<file path="config.mk">
export PLATFORM = sky130hd
export DESIGN_NAME = tcm_dma_arb
export DESIGN_NICKNAME = d
export VERILOG_FILES = /design/src/rtl/tcm_arb_pkg.sv /design/src/rtl/tcm_arb_ctrl.sv /design/src/rtl/tcm_req_capture.sv /design/src/rtl/tcm_mem_mux.sv /design/src/rtl/tcm_dma_arb.sv
export SDC_FILE = /design/constraint.sdc
export NUM_CORES = 1
export LEC_CHECK = 0
export ABC_AREA = 1
export BUFFER_PORTS_ARGS = -buffer_cell sky130_fd_sc_hd__buf_2
export CORE_MARGIN = 3
export CORE_UTILIZATION = 38
export DETAILED_ROUTE_END_ITERATION = 12
export PLACE_DENSITY_LB_ADDON = 0.15
export SETUP_SLACK_MARGIN = 0.15
export SKIP_LAST_GASP = 1
export SLEW_MARGIN = 20
export SYNTH_ARGS = -nofsm -noshare
export SYNTH_HDL_FRONTEND = slang
export SYNTH_HIERARCHICAL = 1
export SYNTH_SLANG_ARGS = --single-unit
</file>
<file path="constraint.sdc">
create_clock -name clk -period 1.6 [get_ports clk]
set_input_delay 0 -clock clk [delete_from_list [all_inputs] [get_ports clk]]
set_output_delay 0 -clock clk [all_outputs]
set_load 0.005 [all_outputs]
</file>
<file path="src/rtl/tcm_arb_pkg.sv">
package tcm_arb_pkg;

    typedef enum logic [1:0] {
        ST_RUN  = 2'd0,  // between accesses
        ST_HOLD = 2'd1,  // core request parked behind DMA
        ST_FIN  = 2'd2   // core access completes from captured fields
    } arb_st_e;

    typedef enum logic [1:0] {
        SEL_NONE = 2'd0,
        SEL_LIVE = 2'd1,
        SEL_CAP  = 2'd2,
        SEL_DMA  = 2'd3
    } mux_sel_e;

    typedef struct packed {
        arb_st_e st;
        logic    force_ns;
        logic    done;
    } ctrl_reg_t;

endpackage

</file>
<file path="src/rtl/tcm_arb_ctrl.sv">
module tcm_arb_ctrl
    import tcm_arb_pkg::*;
(
    input  logic     clk,
    input  logic     rst_n,
    input  logic     core_cs,
    input  logic     core_seq,
    input  logic     dma_req,
    output logic     core_wait,
    output logic     dma_gnt,
    output logic     dma_done,
    output logic     cap_en,
    output mux_sel_e sel
);

    ctrl_reg_t r_d, r_q;

    always_comb begin
        r_d       = r_q;
        r_d.done  = 1'b0;
        core_wait = 1'b0;
        dma_gnt   = 1'b0;
        cap_en    = 1'b0;
        sel       = SEL_NONE;
        unique case (r_q.st)
            ST_RUN: begin
                if (dma_req) begin
                    dma_gnt  = 1'b1;
                    sel      = SEL_DMA;
                    r_d.done = 1'b1;
                    if (core_cs) begin
                        core_wait = 1'b1;
                        cap_en    = 1'b1;
                        r_d.st    = ST_HOLD;
                    end else begin
                        r_d.force_ns = 1'b1;
                    end
                end else if (core_cs) begin
                    if (!core_seq || r_q.force_ns) begin
                        core_wait = 1'b1;
                        cap_en    = 1'b1;
                        r_d.st    = ST_FIN;
                    end else begin
                        sel          = SEL_LIVE;
                        r_d.force_ns = 1'b0;
                    end
                end
            end
            ST_HOLD: begin
                core_wait = 1'b1;
                if (dma_req) begin
                    dma_gnt  = 1'b1;
                    sel      = SEL_DMA;
                    r_d.done = 1'b1;
                end else begin
                    r_d.st = ST_FIN;
                end
            end
            ST_FIN: begin
                sel          = SEL_CAP;
                r_d.st       = ST_RUN;
                r_d.force_ns = 1'b0;
            end
            default: r_d.st = ST_RUN;
        endcase
    end

    always_ff @(posedge clk) begin
        if (!rst_n) begin
            r_q.st       <= ST_RUN;
            r_q.force_ns <= 1'b0;
            r_q.done     <= 1'b0;
        end else begin
            r_q <= r_d;
        end
    end

    assign dma_done = r_q.done;

endmodule

</file>
<file path="src/rtl/tcm_req_capture.sv">
module tcm_req_capture #(
    parameter int AW = 6
) (
    input  logic          clk,
    input  logic          rst_n,
    input  logic          cap_en,
    input  logic [AW-1:0] core_addr,
    input  logic          core_we,
    output logic [AW-1:0] cap_addr,
    output logic          cap_we
);

    logic [AW-1:0] addr_d, addr_q;
    logic          we_d, we_q;

    always_comb begin
        addr_d = addr_q;
        we_d   = we_q;
        if (cap_en) begin
            addr_d = core_addr;
            we_d   = core_we;
        end
    end

    always_ff @(posedge clk) begin
        if (!rst_n) begin
            addr_q <= '0;
            we_q   <= 1'b0;
        end else begin
            addr_q <= addr_d;
            we_q   <= we_d;
        end
    end

    assign cap_addr = addr_q;
    assign cap_we   = we_q;

endmodule

</file>
<file path="src/rtl/tcm_mem_mux.sv">
module tcm_mem_mux
    import tcm_arb_pkg::*;
#(
    parameter int AW = 6,
    parameter int DW = 16
) (
    input  mux_sel_e      sel,
    input  logic [AW-1:0] core_addr,
    input  logic          core_we,
    input  logic [DW-1:0] core_wdata,
    input  logic [AW-1:0] cap_addr,
    input  logic          cap_we,
    input  logic [AW-1:0] dma_addr,
    input  logic          dma_we,
    input  logic [DW-1:0] dma_wdata,
    output logic          mem_cs,
    output logic          mem_we,
    output logic [AW-1:0] mem_addr,
    output logic [DW-1:0] mem_wdata
);

    always_comb begin
        mem_cs    = 1'b0;
        mem_we    = 1'b0;
        mem_addr  = '0;
        mem_wdata = core_wdata;
        unique case (sel)
            SEL_LIVE: begin
                mem_cs   = 1'b1;
                mem_we   = core_we;
                mem_addr = core_addr;
            end
            SEL_CAP: begin
                mem_cs   = 1'b1;
                mem_we   = cap_we;
                mem_addr = cap_addr;
            end
            SEL_DMA: begin
                mem_cs    = 1'b1;
                mem_we    = dma_we;
                mem_addr  = dma_addr;
                mem_wdata = dma_wdata;
            end
            default: ;
        endcase
    end

endmodule

</file>
<file path="src/rtl/tcm_dma_arb.sv">
module tcm_dma_arb
    import tcm_arb_pkg::*;
#(
    parameter int AW = 6,
    parameter int DW = 16
) (
    input  logic          clk,
    input  logic          rst_n,
    input  logic          core_cs,
    input  logic          core_seq,
    input  logic          core_we,
    input  logic [AW-1:0] core_addr,
    input  logic [DW-1:0] core_wdata,
    output logic [DW-1:0] core_rdata,
    output logic          core_wait,
    input  logic          dma_req,
    input  logic          dma_we,
    input  logic [AW-1:0] dma_addr,
    input  logic [DW-1:0] dma_wdata,
    output logic          dma_gnt,
    output logic          dma_done,
    output logic [DW-1:0] dma_rdata,
    output logic          mem_cs,
    output logic          mem_we,
    output logic [AW-1:0] mem_addr,
    output logic [DW-1:0] mem_wdata,
    input  logic [DW-1:0] mem_rdata
);

    logic          cap_en;
    mux_sel_e      sel;
    logic [AW-1:0] cap_addr;
    logic          cap_we;

    tcm_arb_ctrl u_ctrl (
        .clk       (clk),
        .rst_n     (rst_n),
        .core_cs   (core_cs),
        .core_seq  (core_seq),
        .dma_req   (dma_req),
        .core_wait (core_wait),
        .dma_gnt   (dma_gnt),
        .dma_done  (dma_done),
        .cap_en    (cap_en),
        .sel       (sel)
    );

    tcm_req_capture #(.AW(AW)) u_cap (
        .clk       (clk),
        .rst_n     (rst_n),
        .cap_en    (cap_en),
        .core_addr (core_addr),
        .core_we   (core_we),
        .cap_addr  (cap_addr),
        .cap_we    (cap_we)
    );

    tcm_mem_mux #(.AW(AW), .DW(DW)) u_mux (
        .sel        (sel),
        .core_addr  (core_addr),
        .core_we    (core_we),
        .core_wdata (core_wdata),
        .cap_addr   (cap_addr),
        .cap_we     (cap_we),
        .dma_addr   (dma_addr),
        .dma_we     (dma_we),
        .dma_wdata  (dma_wdata),
        .mem_cs     (mem_cs),
        .mem_we     (mem_we),
        .mem_addr   (mem_addr),
        .mem_wdata  (mem_wdata)
    );

    assign core_rdata = mem_rdata;
    assign dma_rdata  = dma_done ? mem_rdata : '0;

endmodule

</file>
======== Word level (Yosys, flattened, before mapping) ========
Index checks and enable logic that the tools add are counted.
cells by class
  order comparisons ....................... 0
  bitwise logic cells ..................... 0
  equality and inequality tests ........... 11
  reduce and logical (&&, ||, !) cells .... 8
  div/mod/pow operators ................... 0
  $mul .................................... 0
  add/sub/neg operators ................... 0
  shift-type cells ........................ 0
  multiplexer cells ....................... 27
operators by type and width
  kind                                                                      count
  16-bit 2-to-1 mux                                                         2
  6-bit case mux with 3 select lines                                        1
  2-bit 2-to-1 mux                                                          6
  1-bit 2-to-1 mux                                                          11
  3-bit inequality test (second input constant)                             3
  2-bit == test (second input constant)                                     3
  3-bit 2-to-1 mux                                                          2
  2-bit case mux with 3 select lines                                        1
  2-bit by 1-bit == test with 1-bit output (second input constant)          2
  2-bit inequality test (second input constant)                             2
  1-bit case mux with 2 select lines                                        2
  2-bit case mux with 2 select lines                                        1
  4-bit AND reduction                                                       1
  3-bit by 2-bit inequality test with 1-bit output (second input constant)  1
  1-bit case mux with 3 select lines                                        1
  3-bit AND reduction                                                       1
  3-bit OR reduction                                                        1
  2-bit zero test                                                           1
  2-bit nonzero test                                                        1
  2-bit OR reduction                                                        1
  1-bit zero test                                                           1
  1-bit logical OR                                                          1
word-level totals
  word-level logic and storage cells ...... 51
  output and inout bits ................... 59
  register bits ........................... 11
  bits in writable memories ............... 0
  memory bits (read-only) ................. 0
  memories ................................ 0
  latch bits .............................. 0

======== Depth between registers and ports, before layout ========
  depth after elaboration ................. 9
  depth in mapped cells ................... 10
  mapped depth without buffers ............ 9

======== By module ========
Netlist, hierarchy kept.
modules (own cells, without submodules)
  module           cells an instance  area each (um2)  sequential area each (um2)  times used
  tcm_mem_mux      87                 392.9            0.0                         1
  tcm_dma_arb      50                 284.0            0.0                         1
  tcm_req_capture  43                 282.8            140.1                       1
  tcm_arb_ctrl     41                 264.0            80.1                        1

======== Least setup slack after synthesis ========
Ideal clock, no wire load.
  kind .................................... reg2out
  start ................................... register u_ctrl/r_q[3] (netlist name)
  end ..................................... output port mem_wdata[10]
  cell stages (with the launch flop) ...... 8
  data required time ...................... 1600 ps
  setup slack ............................. 481 ps
  arrival ................................. 1119 ps
  cells stage by stage .................... dfxtp_1 > nor2_2 > nand2_2 > nand2_1 > nand2_1 > buf_4 > nand2_1 > nand2_1
between the ends
  word-level cells in the longest chain between the ends .. 4
RTL lines
  what                                   RTL line            source
  from (decl)                            tcm_arb_ctrl.sv:16  ctrl_reg_t r_d, r_q;
  from (signal assigned)                 tcm_arb_ctrl.sv:74  r_q <= r_d;
  2-bit == test (tied with other cells)  tcm_arb_ctrl.sv:25  unique case (r_q.st)
  2-bit case mux with 3 select lines *   tcm_arb_ctrl.sv:25
  net sel[0]                             tcm_dma_arb.sv:31   mux_sel_e sel;
  2-bit == test *                        tcm_mem_mux.sv:27   unique case (sel)
  16-bit 2-to-1 mux *                    tcm_mem_mux.sv:27
  to (decl)                              tcm_dma_arb.sv:26   output logic [DW-1:0] mem_wdata,
The timed path passes the listed nets; every way through them passes the cells marked *.

======== Worst setup path in the final report ========
  start ................................... register u_ctrl/r_q[3] (netlist name)
  end ..................................... output port mem_we
between the ends
  word-level cells in the longest chain between the ends .. 4
RTL lines
  what                                                                       RTL line            source
  2-bit == test (tied with other cells)                                      tcm_arb_ctrl.sv:25
  2-bit case mux with 3 select lines *                                       tcm_arb_ctrl.sv:25
  net sel[0]                                                                 tcm_dma_arb.sv:31
  2-bit == test or 2-bit by 1-bit == test with 1-bit output (tied branches)  tcm_mem_mux.sv:27
  1-bit case mux with 3 select lines *                                       tcm_mem_mux.sv:27
  to (decl)                                                                  tcm_dma_arb.sv:24   output logic mem_we,
Marked as above.

==> results.txt <==
vias in the first global route -> 1,478
synthesized-area fraction occupied by xor and xnor cells -> 0%
complex-gate fraction of the synthesized area -> 1.12%
time the final worst path needs with I/O delays and setup -> 1.59 ns
number of hold-repair buffers added at the cts stage -> 0
routability cong. -> 0.760
final worst path period share -> 99.4%
achievable clock frequency -> 0.629 GHz
maximum count of clock buffers along a single path -> 2
number of antenna violations at the first check in global routing -> 0
Pleak -> 0.00136 µW
cell area power density -> 593 nW/µm²
simple-gate share of the synthesized area -> 54.4%
buffers plus inverters on the worst setup path -> 3
total nets after synthesis -> 288
maximum VDD drop -> 0.533 mV
share of layout cells above drive strength 1 -> 57.9%
path category of the worst min-delay check -> primary input to flop
synthesized netlist cell count -> 221
largest cells by area after synthesis -> sky130_fd_sc_hd__nand2_1 22%, sky130_fd_sc_hd__nand3_1 19%, sky130_fd_sc_hd__dfxtp_1 18%
combined global-route utilization of all metal layers -> 21.7%
drt first pass iters -> 4
required time of the critical path -> 1.60 ns
Mapped Area -> 1220 µm²
pre-CTS setup slack -> 0.114 ns
Final Max Tran Viols -> 0
Detail Placement HPWL -> 3.22 mm
post-synthesis adder-cell area fraction -> 0%
result of the run -> finished, final reports clean
# port buffers -> 125
final worst setup slack -> 0.0103 ns
max-capacitance violation count -> 0
vertical extent of the die -> 62.7 µm
final routed DRC violation total -> 0
Area Growth Syn to Fin -> 76.4%
Crit Path Class -> flop to primary output
slew at the pin closest to its max-slew limit -> 0.613 ns
most frequent cells in the layout -> 125 x sky130_fd_sc_hd__buf_2, 58 x sky130_fd_sc_hd__nand2_1, 33 x sky130_fd_sc_hd__nand3_1
total number of H-tree levels -> 1
via count normalized by instance count -> 4.49
cell breakdown of the critical path -> nor2_4 -> nand2_2 -> nand2_2 -> buf_6 -> clkinvlp_4 -> nand3_1 -> nand3_1 -> buf_2
Routed Antenna Nets -> 0
total CTS buffers -> 3
# clock sinks -> 11
type of element capturing the critical path -> primary output
effective utilization at floorplan -> 42.2%
clock latency on the worst-skew pair -> 0.27 ns
total of warnings raised by yosys -> 6
Die Wd -> 62.7 µm
clock tree from TritonCTS -> yes
Yosys cell types -> 18
slowest library cell on the worst path -> sky130_fd_sc_hd__dfxtp_4
Final Routed Wirelength -> 4.60 mm
proportion of netlist area held by the largest area contributor -> 21.8%
unrepaired setup endpoints after global routing -> true
normalized max-slew margin -> 59.1%
drt wl/cell -> 12.0 µm
Mean Syn Cell Area -> 5.54 µm²
Nets -> 410
Antenna Cells -> 0
Overflow after GRT -> 0
Die Outline Area -> 3940 µm²
Top Ports -> 126
DRT iter0 DRCs -> 77
Max Fanout on Critical Path -> 8
final setup violating endpoints -> 0
Cells after DPL -> 365
most common library cell in the layout ignoring fill and taps -> sky130_fd_sc_hd__buf_2
Crit path arrival time -> 1.59 ns
longest individual stage delay on the worst path -> 0.38 ns
nature of the critical path startpoint -> flop
sequential-to-total area share from yosys stat -> 18.0%
largest net degree at the start of global routing -> 18
Core ar. -> 2900 µm²
clk slew on worst S/H paths -> 0.09 ns
vias after detailed routing -> 1,724
hold violation total from the final report -> 0
final worst clock skew -> 0.0148 ns
Top Family by Delay on Critical Path -> simple AND/OR/NAND/NOR gates
cell type with the highest aggregate area in the netlist -> sky130_fd_sc_hd__nand2_1
portion of netlist area occupied by mux cells -> 0%
register bit count reported by yosys -> 11
first-pass GRT wire length -> 7.12 mm
library cell used as clock root buffer -> sky130_fd_sc_hd__clkbuf_4
dominant combinational cell family by area after synthesis -> simple AND/OR/NAND/NOR gates
Final Instance Count excl. Fillers -> 384
cell row count -> 19
[timing repair]
item | 4_1_cts | 5_1_grt
setup buffers | 7 | 4
gates cloned | 3 | 1
pin swaps | 6 | 9
resized for setup | 33 | 22
setup endpoints to repair | 24 | 30
[synth_stat cells]
cell type,count
sky130_fd_sc_hd__a21oi_1,1
sky130_fd_sc_hd__a21oi_2,1
sky130_fd_sc_hd__buf_12,1
sky130_fd_sc_hd__buf_2,6
sky130_fd_sc_hd__buf_4,17
sky130_fd_sc_hd__buf_6,2
sky130_fd_sc_hd__dfxtp_1,11
sky130_fd_sc_hd__inv_1,30
sky130_fd_sc_hd__inv_2,3
sky130_fd_sc_hd__nand2_1,71
sky130_fd_sc_hd__nand2_2,7
sky130_fd_sc_hd__nand3_1,46
sky130_fd_sc_hd__nand3_2,1
sky130_fd_sc_hd__nand4_1,1
sky130_fd_sc_hd__nor2_1,16
sky130_fd_sc_hd__nor2_2,5
sky130_fd_sc_hd__nor2_4,1
sky130_fd_sc_hd__or2_1,1
[sequential cells by signal, summed over array words and instances, names as in the netlist]
register and count:
u_ctrl/dma_done 1, u_cap/cap_we 1, u_cap/cap_addr 6, u_ctrl/r_q 3
[path summary, 6_finish.rpt]
path                             startpoint                              to  slack (ns)  depth (start not counted)
min                                 core_we       u_cap/cap_we$_SDFFE_PN0P_        0.02                          5
min reg2reg  u_cap/cap_addr[2]$_SDFFE_PN0P_  u_cap/cap_addr[2]$_SDFFE_PN0P_        0.48                          2
max              u_ctrl/r_q[3]$_SDFFE_PN0P_                          mem_we        0.01                          8
max reg2reg      u_ctrl/r_q[2]$_SDFFE_PN0P_  u_cap/cap_addr[4]$_SDFFE_PN0P_        0.30                          7
[per-stage QoR]
stage	power, µW	util (%)	TNS, ns	hold WS [ns]	instance area (µm²)
finish	1280	74.4	0	0.0208	2160
global route	1380	74.4	-0.685	0.0391	2160
CTS	1200	69.2	0	0.0143	2010
detailed placement	861	59.9	0	0.182	1740
global placement	858	59.9	0	0.181	1740
floorplan	641	-	0	0.0727	1220
[routing by layer]
metal	up-vias	part of all wire [%]	GRT usage (%)
met2	76	55	40.6
met3	4	6.8	3.42
li1	903	-	-
met5	-	0	0
met4	0	0.59	4.96
met1	741	38	25.6
[cell families after synthesis]
kind of cell | count (synthesis)
AOI/OAI and AO/OA | 2
buffers and inverters | 59
DFF | 11
and+or+nand+nor | 149
[where the power goes]
| part | internal, µW | switching [µW] |
|---|---|---|
| logic | 386 | 375 |
| registers | 299 | 24.2 |
| clock network | 92.5 | 102 |
[worst reg2reg max path, stage by stage (launching register included)]
cell                         delay (ns)
sky130_fd_sc_hd__dfxtp_2           0.42
sky130_fd_sc_hd__nor2_4            0.05
sky130_fd_sc_hd__buf_4             0.14
sky130_fd_sc_hd__nand3_2           0.10
sky130_fd_sc_hd__clkinvlp_4        0.23
sky130_fd_sc_hd__nand2_1           0.15
sky130_fd_sc_hd__nand2_1           0.07
sky130_fd_sc_hd__nor2_1            0.09
[area by class of cell]
| cell class | count | area [µm²] |
|---|---|---|
| inverters | 33 | 134 |
| clock buffers | 3 | 22.5 |
| flip-flops and latches | 11 | 226 |
| clock inverters | 1 | 5.00 |
| well taps | 42 | 52.6 |
| repair buffers | 142 | 876 |
| fillers | 251 | 742 |
| multi-input cells | 152 | 842 |
No activity file was read; power rests on OpenSTA's default activity.
